## config.mk

```make
export PLATFORM = sky130hd
export DESIGN_NAME = hpslot_ctrl
export DESIGN_NICKNAME = d
export VERILOG_FILES = /design/src/rtl/hpslot_pkg.sv /design/src/rtl/hpslot_dp.sv /design/src/rtl/hpslot_ctl.sv /design/src/rtl/hpslot_ctrl.sv
export SDC_FILE = /design/constraint.sdc
export NUM_CORES = 1
export LEC_CHECK = 0
export BUFFER_PORTS_ARGS = -buffer_cell sky130_fd_sc_hd__clkbuf_2
export CORE_UTILIZATION = 40
export CTS_BUF_LIST = sky130_fd_sc_hd__clkbuf_4 sky130_fd_sc_hd__clkbuf_8
export DETAILED_ROUTE_END_ITERATION = 16
export PLACE_DENSITY_LB_ADDON = 0.2
export SYNTH_ARGS = -nofsm -noshare
export SYNTH_HDL_FRONTEND = slang
export SYNTH_SLANG_ARGS = --single-unit
```

## constraint.sdc

```tcl
create_clock -name clk -period 2.5 [get_ports clk]
set_input_delay 0.625 -clock clk [delete_from_list [all_inputs] [get_ports clk]]
set_output_delay 0.625 -clock clk [all_outputs]
set_load 0.01 [all_outputs]
```

## src/rtl/hpslot_pkg.sv

```systemverilog
package hpslot_pkg;

  localparam int REG_W   = 16;
  localparam int LANE_W  = 8;
  localparam int LANES   = REG_W / LANE_W;

  // slot control bit positions
  localparam int CTL_ABPE = 0;
  localparam int CTL_PDCE = 3;
  localparam int CTL_CCIE = 4;
  localparam int CTL_HPIE = 5;
  localparam int CTL_AIND = 6;   // two bits
  localparam int CTL_PIND = 8;   // two bits
  localparam int CTL_EIC  = 11;

  // slot status bit positions
  localparam int STS_ABP = 0;
  localparam int STS_PDC = 3;
  localparam int STS_CC  = 4;
  localparam int STS_PDS = 6;
  localparam int STS_EIS = 7;

  localparam logic [1:0] IND_OFF = 2'b11;

  localparam logic [REG_W-1:0] EVT_MASK =
      (REG_W'(1) << STS_ABP) | (REG_W'(1) << STS_PDC) | (REG_W'(1) << STS_CC);

  localparam logic [REG_W-1:0] CTL_KEEP =
      (REG_W'(1) << CTL_ABPE) | (REG_W'(1) << CTL_PDCE) |
      (REG_W'(1) << CTL_CCIE) | (REG_W'(1) << CTL_HPIE) |
      (REG_W'(3) << CTL_AIND) | (REG_W'(3) << CTL_PIND);

  localparam logic [REG_W-1:0] CTL_RESET =
      (REG_W'(IND_OFF) << CTL_AIND) | (REG_W'(IND_OFF) << CTL_PIND);

  // strobes from control to datapath
  typedef struct packed {
    logic [LANES-1:0] ctlLane;  // control byte lanes written
    logic             stsLane0; // status event lane written
    logic             insOk;    // accepted insert
    logic             remOk;    // accepted remove
    logic             coldSet;  // cold-plug presence
    logic             attn;     // attention press
  } hpStrobe_t;

endpackage

```

## src/rtl/hpslot_dp.sv

```systemverilog
module hpslot_dp
  import hpslot_pkg::*;
(
  input  logic             clk,
  input  logic             rstN,
  input  hpStrobe_t        st,
  input  logic [2*REG_W-1:0] wrData,
  output logic [REG_W-1:0] ctlReg,
  output logic [REG_W-1:0] stsReg,
  output logic             eisNow,
  output logic             newEvt,
  output logic             nextSum
);

  logic [REG_W-1:0] ctlNext;
  logic [REG_W-1:0] stsNext;
  logic [REG_W-1:0] clrMask;
  logic [REG_W-1:0] stsCleared;
  logic [REG_W-1:0] evtSet;
  logic             eicHit;

  // per-lane control update
  always_comb begin
    ctlNext = ctlReg;
    for (int ln = 0; ln < LANES; ln++) begin
      if (st.ctlLane[ln])
        ctlNext[ln*LANE_W +: LANE_W] =
          wrData[ln*LANE_W +: LANE_W] & CTL_KEEP[ln*LANE_W +: LANE_W];
    end
  end

  always_comb begin
    eicHit     = st.ctlLane[CTL_EIC / LANE_W] & wrData[CTL_EIC];
    clrMask    = st.stsLane0 ? (REG_W'(wrData[REG_W +: LANE_W]) & EVT_MASK) : '0;
    stsCleared = stsReg & ~clrMask;

    evtSet          = '0;
    evtSet[STS_CC]  = |st.ctlLane;
    evtSet[STS_PDC] = st.insOk | st.remOk;
    evtSet[STS_ABP] = st.attn;

    newEvt  = |(evtSet & ~stsCleared);
    stsNext = stsCleared | evtSet;
    if (st.insOk | st.coldSet) stsNext[STS_PDS] = 1'b1;
    if (st.remOk)              stsNext[STS_PDS] = 1'b0;
    if (eicHit)                stsNext[STS_EIS] = ~stsReg[STS_EIS];

    nextSum = ctlNext[CTL_HPIE] & (|(stsNext & ctlNext & EVT_MASK));
  end

  always_ff @(posedge clk or negedge rstN) begin
    if (!rstN) begin
      ctlReg <= CTL_RESET;
      stsReg <= '0;
    end else begin
      ctlReg <= ctlNext;
      stsReg <= stsNext;
    end
  end

  assign eisNow = stsReg[STS_EIS];


  cc_on_cmd_chk: assert property (@(posedge clk) disable iff (!rstN)
    (|st.ctlLane) |=> stsReg[STS_CC]);


  eic_toggle_chk: assert property (@(posedge clk) disable iff (!rstN)
    (st.ctlLane[CTL_EIC / LANE_W] && wrData[CTL_EIC])
      |=> (stsReg[STS_EIS] != $past(stsReg[STS_EIS])));


  insert_sets_chk: assert property (@(posedge clk) disable iff (!rstN)
    st.insOk |=> (stsReg[STS_PDS] && stsReg[STS_PDC]));


  cold_quiet_chk: assert property (@(posedge clk) disable iff (!rstN)
    (st.coldSet && !st.insOk && !st.remOk && !st.stsLane0)
      |=> (stsReg[STS_PDS] && (stsReg[STS_PDC] == $past(stsReg[STS_PDC]))));

endmodule

```

## src/rtl/hpslot_ctl.sv

```systemverilog
module hpslot_ctl
  import hpslot_pkg::*;
#(
  parameter int VEC_W = 5
) (
  input  logic             clk,
  input  logic             rstN,
  input  logic             wrEn,
  input  logic [2*LANES-1:0] wrBe,
  input  logic             insReq,
  input  logic             remReq,
  input  logic             coldPresent,
  input  logic             attnPress,
  input  logic             msiEn,
  input  logic             msixEn,
  input  logic [VEC_W-1:0] msgNum,
  input  logic             eisNow,
  input  logic             newEvt,
  input  logic             nextSum,
  output hpStrobe_t        st,
  output logic             busy,
  output logic             msgReq,
  output logic             msgMsix,
  output logic [VEC_W-1:0] msgVector,
  output logic             intxLevel
);

  logic pendReg;
  logic cause;
  logic msgPath;
  logic refused;

  always_comb begin
    st          = '0;
    st.ctlLane  = wrEn ? wrBe[LANES-1:0] : '0;
    st.stsLane0 = wrEn & wrBe[LANES];
    st.insOk    = insReq & ~eisNow;
    st.remOk    = remReq & ~insReq & ~eisNow;
    st.coldSet  = coldPresent;
    st.attn     = attnPress;
  end

  assign refused = (insReq | remReq) & eisNow;
  assign cause   = (|st.ctlLane) | newEvt;
  assign msgPath = msiEn | msixEn;

  always_ff @(posedge clk or negedge rstN) begin
    if (!rstN) begin
      pendReg   <= 1'b0;
      busy      <= 1'b0;
      msgReq    <= 1'b0;
      msgMsix   <= 1'b0;
      msgVector <= '0;
    end else begin
      pendReg <= nextSum;
      busy    <= refused;
      msgReq  <= msgPath & cause & (nextSum != pendReg);
      if (msgPath & cause & (nextSum != pendReg)) begin
        msgMsix   <= msixEn;
        msgVector <= msgNum;
      end
    end
  end

  assign intxLevel = pendReg & ~msgPath;


  msg_on_change_chk: assert property (@(posedge clk) disable iff (!rstN)
    msgReq |-> (pendReg != $past(pendReg)));


  busy_on_lock_chk: assert property (@(posedge clk) disable iff (!rstN)
    ((insReq || remReq) && eisNow) |=> busy);


  silent_clear_chk: assert property (@(posedge clk) disable iff (!rstN)
    (!cause) |=> !msgReq);

endmodule

```

## src/rtl/hpslot_ctrl.sv

```systemverilog
module hpslot_ctrl
  import hpslot_pkg::*;
#(
  parameter int VEC_W = 5
) (
  input  logic             clk,
  input  logic             rstN,
  input  logic             wrEn,
  input  logic [3:0]       wrBe,
  input  logic [31:0]      wrData,
  output logic [31:0]      rdData,
  input  logic             insReq,
  input  logic             remReq,
  input  logic             coldPresent,
  input  logic             attnPress,
  input  logic             msiEn,
  input  logic             msixEn,
  input  logic [VEC_W-1:0] msgNum,
  output logic             busy,
  output logic             msgReq,
  output logic             msgMsix,
  output logic [VEC_W-1:0] msgVector,
  output logic             intxLevel
);

  hpStrobe_t        st;
  logic [REG_W-1:0] ctlReg;
  logic [REG_W-1:0] stsReg;
  logic             eisNow;
  logic             newEvt;
  logic             nextSum;

  hpslot_ctl #(.VEC_W(VEC_W)) uCtl (
    .clk(clk), .rstN(rstN), .wrEn(wrEn), .wrBe(wrBe),
    .insReq(insReq), .remReq(remReq), .coldPresent(coldPresent),
    .attnPress(attnPress), .msiEn(msiEn), .msixEn(msixEn), .msgNum(msgNum),
    .eisNow(eisNow), .newEvt(newEvt), .nextSum(nextSum), .st(st),
    .busy(busy), .msgReq(msgReq), .msgMsix(msgMsix),
    .msgVector(msgVector), .intxLevel(intxLevel)
  );

  hpslot_dp uDp (
    .clk(clk), .rstN(rstN), .st(st), .wrData(wrData),
    .ctlReg(ctlReg), .stsReg(stsReg), .eisNow(eisNow),
    .newEvt(newEvt), .nextSum(nextSum)
  );

  assign rdData = {stsReg, ctlReg};

endmodule

```

==> impl_metrics.env, run 1 <==
export IMPL_outcome="finished clean"
export IMPL_ant_nets=0
export IMPL_period_share_pct=84.4
export IMPL_hold_viol=0
export IMPL_numPortBuffers=50
export IMPL_die_w_um=56.0
export IMPL_synth_area_leaders="dfrtp_1, buf_4, mux2_4"
export IMPL_worst_ir_drop_vdd_uv=432
export IMPL_die_area_um2=3130
export IMPL_syn_inst=95
export IMPL_final_max_slew_viol_count=0
export IMPL_ys_seq_area_share_pct=47.7
export IMPL_diodes=0
export IMPL_synth_seq_cells=22
export IMPL_power_density_nw_per_um2=821
export IMPL_root_buffer="clkbuf_4"
export IMPL_clk_pin_slew_worst_paths_ns=0.11
export IMPL_rsz0062_at_grt="no"
export IMPL_min_period_ns=2.11
export IMPL_vias=833
export IMPL_crit_buf_inv=2
export IMPL_drive_gt1_share_pct=52.0
export IMPL_critPathLaunch="wrEn"
export IMPL_drc=0
export IMPL_ioPinCount=91
export IMPL_setup_viol=0
export IMPL_grt_start_max_net_pins=23
export IMPL_utilization_pct=51.2
export IMPL_path_common_cell="mux2_4"
export IMPL_end_kind="register"
export IMPL_yosys_warnings=0
export IMPL_slew_headroom_pct=64.0
export IMPL_cts_buffers_inserted=3
export IMPL_worst_path_max_fanout=8
export IMPL_insertion_delay_ns=0.30
export IMPL_hold_buffers=0
export IMPL_avgSynthCellArea_um2=12.3
export IMPL_die_y_um=56.0
export IMPL_antenna_found_initial=0
export IMPL_drtPass1Iterations=4
export IMPL_cts_resized=0
export IMPL_grt_pass1_vias=773
export IMPL_start_util_pct=42.2
export IMPL_rr_endpoint="uCtl.msgVector[4]"
export IMPL_r2r_start="uDp.stsReg[7]"
export IMPL_hold_path_class="in2async"
export IMPL_dp_hpwl_um=1650
export IMPL_synthArstFlopShare_pct=100
export IMPL_netlist_cell_type_count=32
export IMPL_grt_pass1_wl_um=3240
export IMPL_synth_area_um2=1160
export IMPL_crit_slowest_cell="a2111oi_4"
export IMPL_max_cap_violations=0
export IMPL_h_tree_depth=1
export IMPL_rrSetupSlack_ns=0.56
export IMPL_dr_first_iter_drc_count=22
export IMPL_layout_nets=199
export IMPL_wl_per_cell_um=11.4
export IMPL_synth_ff_type="dfrtp_1"
export IMPL_rr_worst_depth=8
export IMPL_viasPerCell=4.65
export IMPL_arrival_ns=2.31
export IMPL_area_delta_synth_final_pct=21.2
export IMPL_core_area_um2=2760
export IMPL_grt_overflow_total=0
export IMPL_tritoncts="yes"
export IMPL_finalSetupTns_ns=0
export IMPL_grt_use_total_pct=13.7
export IMPL_clock_sinks=22
export IMPL_worstMarginPinSlew_ns=0.539
export IMPL_num_fill_cells=258
export IMPL_critical_path_cell_chain="clkbuf_2 -> nand2_4 -> mux2_4 -> o2bb2ai_2 -> a2111oi_4 -> nor2_4 -> inv_6 -> mux2_4"
export IMPL_synth_edf_count=0
export IMPL_fmaxAchievable_ghz=0.474
export IMPL_layout_common_cells="clkbuf_2, conb_1, dfrtp_1, mux2_4, inv_1"
export IMPL_cp_start_kind="input pin"
export IMPL_ctsLongestPathBuffers=2
export IMPL_p_total_mw=1.16
export IMPL_finalWirelength_um=2050
export IMPL_synth_top_area_share_pct=38.7
export IMPL_rows=19
export IMPL_worst_path_largest_cell_delay_ns=0.40
export IMPL_place_gp_congestion=0.704
export IMPL_path_delay_family="multiplexers"
export IMPL_worstPathRequired_ns=2.70
export IMPL_worstSetupPathType="in2reg"
export IMPL_final_common_cell="clkbuf_2"
export IMPL_fin_skew_ns=0.00244
export IMPL_synth_largest_area_cell="dfrtp_1"
export IMPL_power_leakage_nw=0.746
export IMPL_post_cts_buffers=0
worst max path at each step:
stage                   endpoint  slack, ns  cells past startpoint
2_1_floorplan  uCtl.msgVector[0]       0.21                      8
3_3_place_gp   uCtl.msgVector[2]       0.07                      8
3_5_place_dp   uCtl.msgVector[4]       0.05                      8
4_1_cts        uCtl.msgVector[4]       0.39                      8
5_1_grt        uCtl.msgVector[3]       0.34                      8
6_report       uCtl.msgVector[4]       0.39                      8
metrics by stage:
step / area (µm²) / cells / hold WS, ns / setup slack, ns
2_1_floorplan: 1230 / 113 / 0.329 / 0.206
3_3_place_gp: 1380 / 175 / 0.488 / 0.0706
3_5_place_dp: 1380 / 175 / 0.497 / 0.0462
4_1_cts: 1410 / 179 / 0.291 / 0.391
5_1_grt: 1410 / 179 / 0.309 / 0.339
6_report: 1410 / 179 / 0.280 / 0.389
report_power, final:
part	internal, mW	total [mW]	switching [mW]	leakage [nW]
logic	0.229	0.436	0.207	0.476
clock network	0.0889	0.191	0.102	0.0210
registers	0.466	0.531	0.0656	0.249
total	0.784	1.16	0.374	0.746
cell usage after synthesis (all sizes together), types with 2 or more instances:
library cell and number:
inv 8, dfrtp 18, o21a 2, mux2i 2, mux2 12, o22ai 2
buf 21, nor2 2, a21boi 2, o21ai 2, dfstp 4, nand2 2
nand3 5
cell families (layout without fill, tap and decap cells):
| kind of cell | count (synthesis) | count (layout) | share of synthesized area, % |
|---|---|---|---|
| AOI/OAI and AO/OA | 15 | 15 | 11.6 |
| xor gates and xnor gates | 1 | 1 | 0.752 |
| buffers and inverters | 29 | 64 | 16.9 |
| DFF | 22 | 22 | 47.7 |
| muxes | 14 | 14 | 15.9 |
| other | 1 | 19 | 0.322 |
| and+or+nand+nor | 13 | 13 | 6.87 |
metal layers:
| metal | part of all wire [%] | track usage, % | vias up | wire length, µm |
|---|---|---|---|---|
| met3 | 7.3 | 2.56 | 6 | 149 |
| met5 | 0 | 0 | - | 0 |
| li1 | - | - | 391 | - |
| met1 | 42 | 16.3 | 391 | 862 |
| met4 | 3.3 | 8.71 | 0 | 68 |
| met2 | 47 | 22.6 | 45 | 965 |
registers in the layout, indices dropped and copies added, names as in the netlist:
signal	cells
uDp.ctlReg	8
uCtl.msgVector	5
uDp.stsReg	5
uCtl.busy	1
uCtl.msgMsix	1
uCtl.msgReq	1
uCtl.pendReg	1
worst register-to-register path, stage by stage, from the launching register on:
cell and delay (ns):
dfrtp_1 0.46, o21bai_1 0.17, a21boi_1 0.22, buf_4 0.14
nor2_1 0.05, o2111a_1 0.28, nor2_4 0.15, inv_6 0.07
mux2_4 0.29
layout make-up:
type	instances	area (µm²)	share of cell area, %
Tap cell	31	38.8	2.75
Inverter	8	35.0	2.48
Multi-Input combinational cell	62	480	34.0
Sequential cell	22	556	39.4
Clock buffer	4	36.3	2.57
Timing Repair Buffer	52	265	18.8
(Power assumes the default switching activity.)
==> run 2: changes to the inputs <==
==> constraint.sdc (replaced) <==
create_clock -name clk -period 1.95 [get_ports clk]
set_input_delay 0.4875 -clock clk [delete_from_list [all_inputs] [get_ports clk]]
set_output_delay 0.4875 -clock clk [all_outputs]
set_load 0.01 [all_outputs]
==> impl_metrics.env, run 2 (same netlist as run 1, synthesis figures left out) <==
export IMPL_power_density_nw_per_um2=1080
export IMPL_worst_ir_drop_vdd_uv=781
export IMPL_place_gp_congestion=0.705
export IMPL_top_regs="uDp.ctlReg x8, uCtl.msgVector x5, uDp.stsReg x5"
export IMPL_final_max_slew_viol_count=0
export IMPL_grt_start_max_net_pins=23
export IMPL_stdcell_count=184
export IMPL_die_y_um=56.0
export IMPL_drc=0
export IMPL_grt_overflow_total=0
export IMPL_max_cap_violations=0
export IMPL_area_delta_synth_final_pct=29.3
export IMPL_layout_common_cells="clkbuf_2, conb_1, dfrtp_1, mux2_4"
export IMPL_worstMarginPinSlew_ns=0.545
export IMPL_ant_nets=0
export IMPL_rows=19
export IMPL_utilization_pct=54.6
export IMPL_core_area_um2=2760
export IMPL_worst_path_max_fanout=7
export IMPL_p_total_mw=1.63
export IMPL_r2r_start="uDp.stsReg[7]"
export IMPL_hold_slack_ns=0.133
export IMPL_grt_pass1_wl_um=3510
export IMPL_hold_viol=0
export IMPL_grt_pass1_vias=805
export IMPL_finalWirelength_um=2130
export IMPL_worstSetupPathType="in2reg"
export IMPL_period_share_pct=94.9
export IMPL_power_leakage_nw=0.775
export IMPL_cp_start_kind="input pin"
export IMPL_largest_reg_flops=8
export IMPL_vias=841
export IMPL_antenna_found_initial=0
export IMPL_setup_slack_ns=0.0986
export IMPL_wl_per_cell_um=11.6
export IMPL_dr_first_iter_drc_count=24
export IMPL_die_area_um2=3130
export IMPL_clk_pin_slew_worst_paths_ns=0.13
export IMPL_viasPerCell=4.57
export IMPL_end_kind="register"
export IMPL_grt_use_total_pct=14.3
export IMPL_h_tree_depth=1
export IMPL_final_common_cell="clkbuf_2"
export IMPL_placed_cell_area_um2=1430
export IMPL_drive_gt1_share_pct=55.6
export IMPL_diodes=0
export IMPL_post_cts_buffers=0
export IMPL_slew_headroom_pct=63.6
export IMPL_fin_skew_ns=0.0101
export IMPL_rr_endpoint="uCtl.msgVector[3]"
export IMPL_postLayoutCellArea_um2=1510
export IMPL_finalSetupTns_ns=0
export IMPL_setup_viol=0
export IMPL_dp_cells=180
export IMPL_tritoncts="yes"
export IMPL_cts_buffers_inserted=3
export IMPL_worstPathRequired_ns=2.16
export IMPL_rr_worst_depth=7
export IMPL_die_w_um=56.0
export IMPL_rrSetupSlack_ns=0.13
export IMPL_ctsLongestPathBuffers=2
export IMPL_outcome="finished clean"
export IMPL_rsz0062_at_grt="no"
export IMPL_top_register="uDp.ctlReg"
export IMPL_clock_sinks=22
export IMPL_drtPass1Iterations=4
export IMPL_layout_nets=204
export IMPL_fmaxAchievable_ghz=0.540
export IMPL_hold_path_class="in2async"
export IMPL_insertion_delay_ns=0.31
export IMPL_numPortBuffers=50
export IMPL_place_ws_ns=-0.321
export IMPL_ioPinCount=91
export IMPL_min_period_ns=1.85
export IMPL_arrival_ns=2.07
export IMPL_dp_hpwl_um=1700
export IMPL_root_buffer="clkbuf_4"
export IMPL_start_util_pct=42.2
-- run 2: worst max path at each step --
stage / from / endpoint / slack [ns] / cells after the start
6_report: wrEn / uCtl.msgVector[3] / 0.1 / 8
5_1_grt: uDp.stsReg[7] / uCtl.msgVector[1] / 0.005 / 7
4_1_cts: wrEn / uCtl.msgVector[3] / 0.01 / 8
3_5_place_dp: wrEn / uCtl.msgVector[1] / -0.32 / 8
3_3_place_gp: wrEn / uCtl.msgVector[1] / -0.29 / 8
2_1_floorplan: wrEn / uCtl.msgVector[0] / -0.14 / 8
-- run 2: where the power goes --
| part | switching [mW] | internal (mW) | total (mW) |
|---|---|---|---|
| combinational | 0.289 | 0.323 | 0.612 |
| clock | 0.139 | 0.208 | 0.346 |
| sequential | 0.0730 | 0.597 | 0.670 |
| total | 0.501 | 1.13 | 1.63 |
-- run 2: per-layer routing --
metal / up-vias / GRT usage [%] / share of wire, %
met4: 0 / 6.27 / 1.9
met3: 5 / 2.33 / 6.0
met1: 393 / 17.9 / 42
met2: 42 / 24.1 / 50
met5: - / 0 / 0
li1: 401 / - / -
-- run 2: repair_timing --
action,in CTS,in global routing
gates resized for setup,0,5
hold buffers,0,0
setup endpoints to repair,0,6
-- run 2: cell type report --
| class | instances | area (µm²) |
|---|---|---|
| fill | 250 | 1250 |
| multi-input combinational | 62 | 522 |
| clock inverter | 1 | 30.0 |
| clock buffer | 3 | 22.5 |
| timing repair buffer | 57 | 303 |
| sequential | 22 | 556 |
| inverter | 8 | 35.0 |
| tap | 31 | 38.8 |
-- run 2: critical path: stages --
cell	delay [ns]
buf_2	0.19
nand2_8	0.08
mux2_4	0.33
o2bb2ai_4	0.14
a2111oi_4	0.35
nor2_4	0.09
inv_6	0.10
mux2_4	0.30
==> run 3: changes to the inputs <==
--- a/config.mk
+++ b/config.mk
@@ -12,4 +12,5 @@
 export PLACE_DENSITY_LB_ADDON = 0.2
 export SYNTH_ARGS = -nofsm -noshare
 export SYNTH_HDL_FRONTEND = slang
+export SYNTH_HIERARCHICAL = 1
 export SYNTH_SLANG_ARGS = --single-unit
==> impl_metrics.env, run 3 <==
export IMPL_drtPass1Iterations=3
export IMPL_avgSynthCellArea_um2=12.1
export IMPL_hold_viol=0
export IMPL_arrival_ns=2.19
export IMPL_root_buffer="clkbuf_4"
export IMPL_place_gp_congestion=0.740
export IMPL_rr_endpoint="uCtl/msgVector[1]"
export IMPL_power_density_nw_per_um2=992
export IMPL_fmaxAchievable_ghz=0.500
export IMPL_max_cap_violations=0
export IMPL_rows=19
export IMPL_fin_skew_ns=0.0118
export IMPL_setup_slack_ns=-0.0515
export IMPL_die_area_um2=3090
export IMPL_start_util_pct=42.0
export IMPL_viasPerCell=4.54
export IMPL_power_leakage_nw=0.806
export IMPL_core_area_um2=2730
export IMPL_tritoncts="yes"
export IMPL_postLayoutCellArea_um2=1510
export IMPL_dr_first_iter_drc_count=25
export IMPL_finalWirelength_um=2180
export IMPL_yosys_warnings=6
export IMPL_setup_viol=6
export IMPL_cp_start_kind="input pin"
export IMPL_die_y_um=55.6
export IMPL_worst_path_max_fanout=7
export IMPL_end_kind="register"
export IMPL_layout_nets=209
export IMPL_cts_buffers_inserted=3
export IMPL_h_tree_depth=1
export IMPL_synth_area_um2=1150
export IMPL_clk_pin_slew_worst_paths_ns=0.13
export IMPL_syn_inst=95
export IMPL_rr_worst_depth=5
export IMPL_ys_seq_area_share_pct=48.4
export IMPL_stdcell_count=189
export IMPL_grt_overflow_total=0
export IMPL_top_regs="uDp/ctlReg x8, uCtl/msgVector x5, uDp/stsReg x5"
export IMPL_ctsLongestPathBuffers=2
export IMPL_min_period_ns=2.00
export IMPL_netlist_cell_type_count=31
export IMPL_grt_pass1_wl_um=3730
export IMPL_diodes=0
export IMPL_vias=858
export IMPL_worstMarginPinSlew_ns=0.552
export IMPL_grt_start_max_net_pins=23
export IMPL_wl_per_cell_um=11.5
export IMPL_ant_nets=0
export IMPL_drive_gt1_share_pct=59.5
export IMPL_synth_ff_type="dfrtp_1"
export IMPL_synth_cells_most_frequent="buf_4, dfrtp_1, mux2_4"
export IMPL_antenna_found_initial=0
export IMPL_busiest_layer="met2"
export IMPL_synth_seq_cells=22
export IMPL_area_delta_synth_final_pct=31.3
export IMPL_insertion_delay_ns=0.30
export IMPL_period_share_pct=103
export IMPL_clock_sinks=22
export IMPL_hold_buffers=0
export IMPL_place_ws_ns=-0.480
export IMPL_hold_path_class="in2async"
export IMPL_use_met1_pct=19.9
export IMPL_rsz0062_at_grt="yes"
export IMPL_outcome="complete, but fails checks"
export IMPL_synth_top_area_share_pct=39.2
export IMPL_post_cts_buffers=0
export IMPL_violations="negative setup slack"
export IMPL_die_w_um=55.6
export IMPL_worst_ir_drop_vdd_uv=722
export IMPL_utilization_pct=55.1
export IMPL_worstSetupPathType="in2reg"
export IMPL_grt_pass1_vias=842
export IMPL_synth_area_leaders="dfrtp_1, buf_4, dfstp_2"
export IMPL_dp_cells=185
export IMPL_ioPinCount=91
export IMPL_largest_reg_flops=8
export IMPL_synth_edf_count=0
export IMPL_finalSetupTns_ns=-0.227
export IMPL_yosysMostFrequentCell="buf_4"
export IMPL_synthArstFlopShare_pct=100
export IMPL_drc=0
export IMPL_dp_hpwl_um=1710
export IMPL_slew_headroom_pct=63.2
export IMPL_final_common_cell="clkbuf_2"
export IMPL_worstPathRequired_ns=2.14
export IMPL_use_met2_pct=25.5
export IMPL_r2r_start="uDp/ctlReg[5]"
export IMPL_placed_cell_area_um2=1430
export IMPL_layout_common_cells="clkbuf_2, conb_1, dfrtp_1, buf_4, mux2_4"
export IMPL_use_met3_pct=4.19
export IMPL_rrSetupSlack_ns=-0.05
export IMPL_numPortBuffers=50
export IMPL_grt_use_total_pct=15.4
export IMPL_top_register="uDp/ctlReg"
export IMPL_synth_largest_area_cell="dfrtp_1"
export IMPL_final_max_slew_viol_count=0
run 3: worst max path at each step:
stage / startpoint / endpoint / slack (ns) / cells after the start
3_5_place_dp: wrEn / uCtl/msgVector[3] / -0.48 / 8
6_report: wrEn / uCtl/msgVector[1] / -0.05 / 9
3_3_place_gp: wrEn / uCtl/msgVector[2] / -0.43 / 8
5_1_grt: uDp/stsReg[7] / uCtl/msgVector[3] / -0.11 / 6
4_1_cts: uDp/ctlReg[5] / uCtl/msgVector[1] / -0.05 / 5
2_1_floorplan: wrBe[0] / uCtl/msgMsix / -0.22 / 7
run 3: metrics by stage:
step	total power, mW	hold WS, ns
finish	1.50	0.146
CTS	1.52	0.150
floorplan	1.04	0.192
global route	1.61	0.169
global placement	1.23	0.488
detailed placement	1.25	0.498
run 3: layer usage:
metal  wire (µm)  vias up
met3         171        0
met4           0        0
li1            -      410
met2        1040       38
met1         967      410
met5           0        -
run 3: report_power, final:
group / switching [mW] / internal (mW) / total [mW] / leakage [nW]
Clock: 0.134 / 0.114 / 0.248 / 0.0210
Sequential: 0.0741 / 0.595 / 0.669 / 0.248
Combinational: 0.256 / 0.323 / 0.579 / 0.537
run 3: logic make-up (layout without fill, tap and decap cells):
group           after synthesis  count (layout)  synth area share, %
flops                        22              22                 48.4
simple gates                 17              17                 8.61
mux                          13              13                 14.7
xor+xnor                      1               1                0.763
buf+inv                      27              72                 17.3
other cells                   1              19                0.326
compound gates               14              14                 9.91
run 3: what timing repair did:
| action | in CTS | in global routing |
|---|---|---|
| pin swaps | 0 | 1 |
| gates cloned | 0 | 0 |
| endpoints found under the setup margin | 6 | 6 |
| gates resized for setup | 11 | 0 |
run 3: critical path: stages:
cell and delay, ns:
clkbuf_8 0.11, and2_4 0.16, buf_6 0.12, nand3b_1 0.15
a2bb2oi_1 0.14, a221o_1 0.18, o22ai_1 0.08, a221o_2 0.42
mux2_4 0.33
run 3: area by class of cell:
type	count	area [µm²]
fill	258	1230
sequential	22	556
timing repair buffer	65	375
clock buffer	4	36.3
multi-input combinational	64	490
inverter	3	11.3
tap	31	38.8
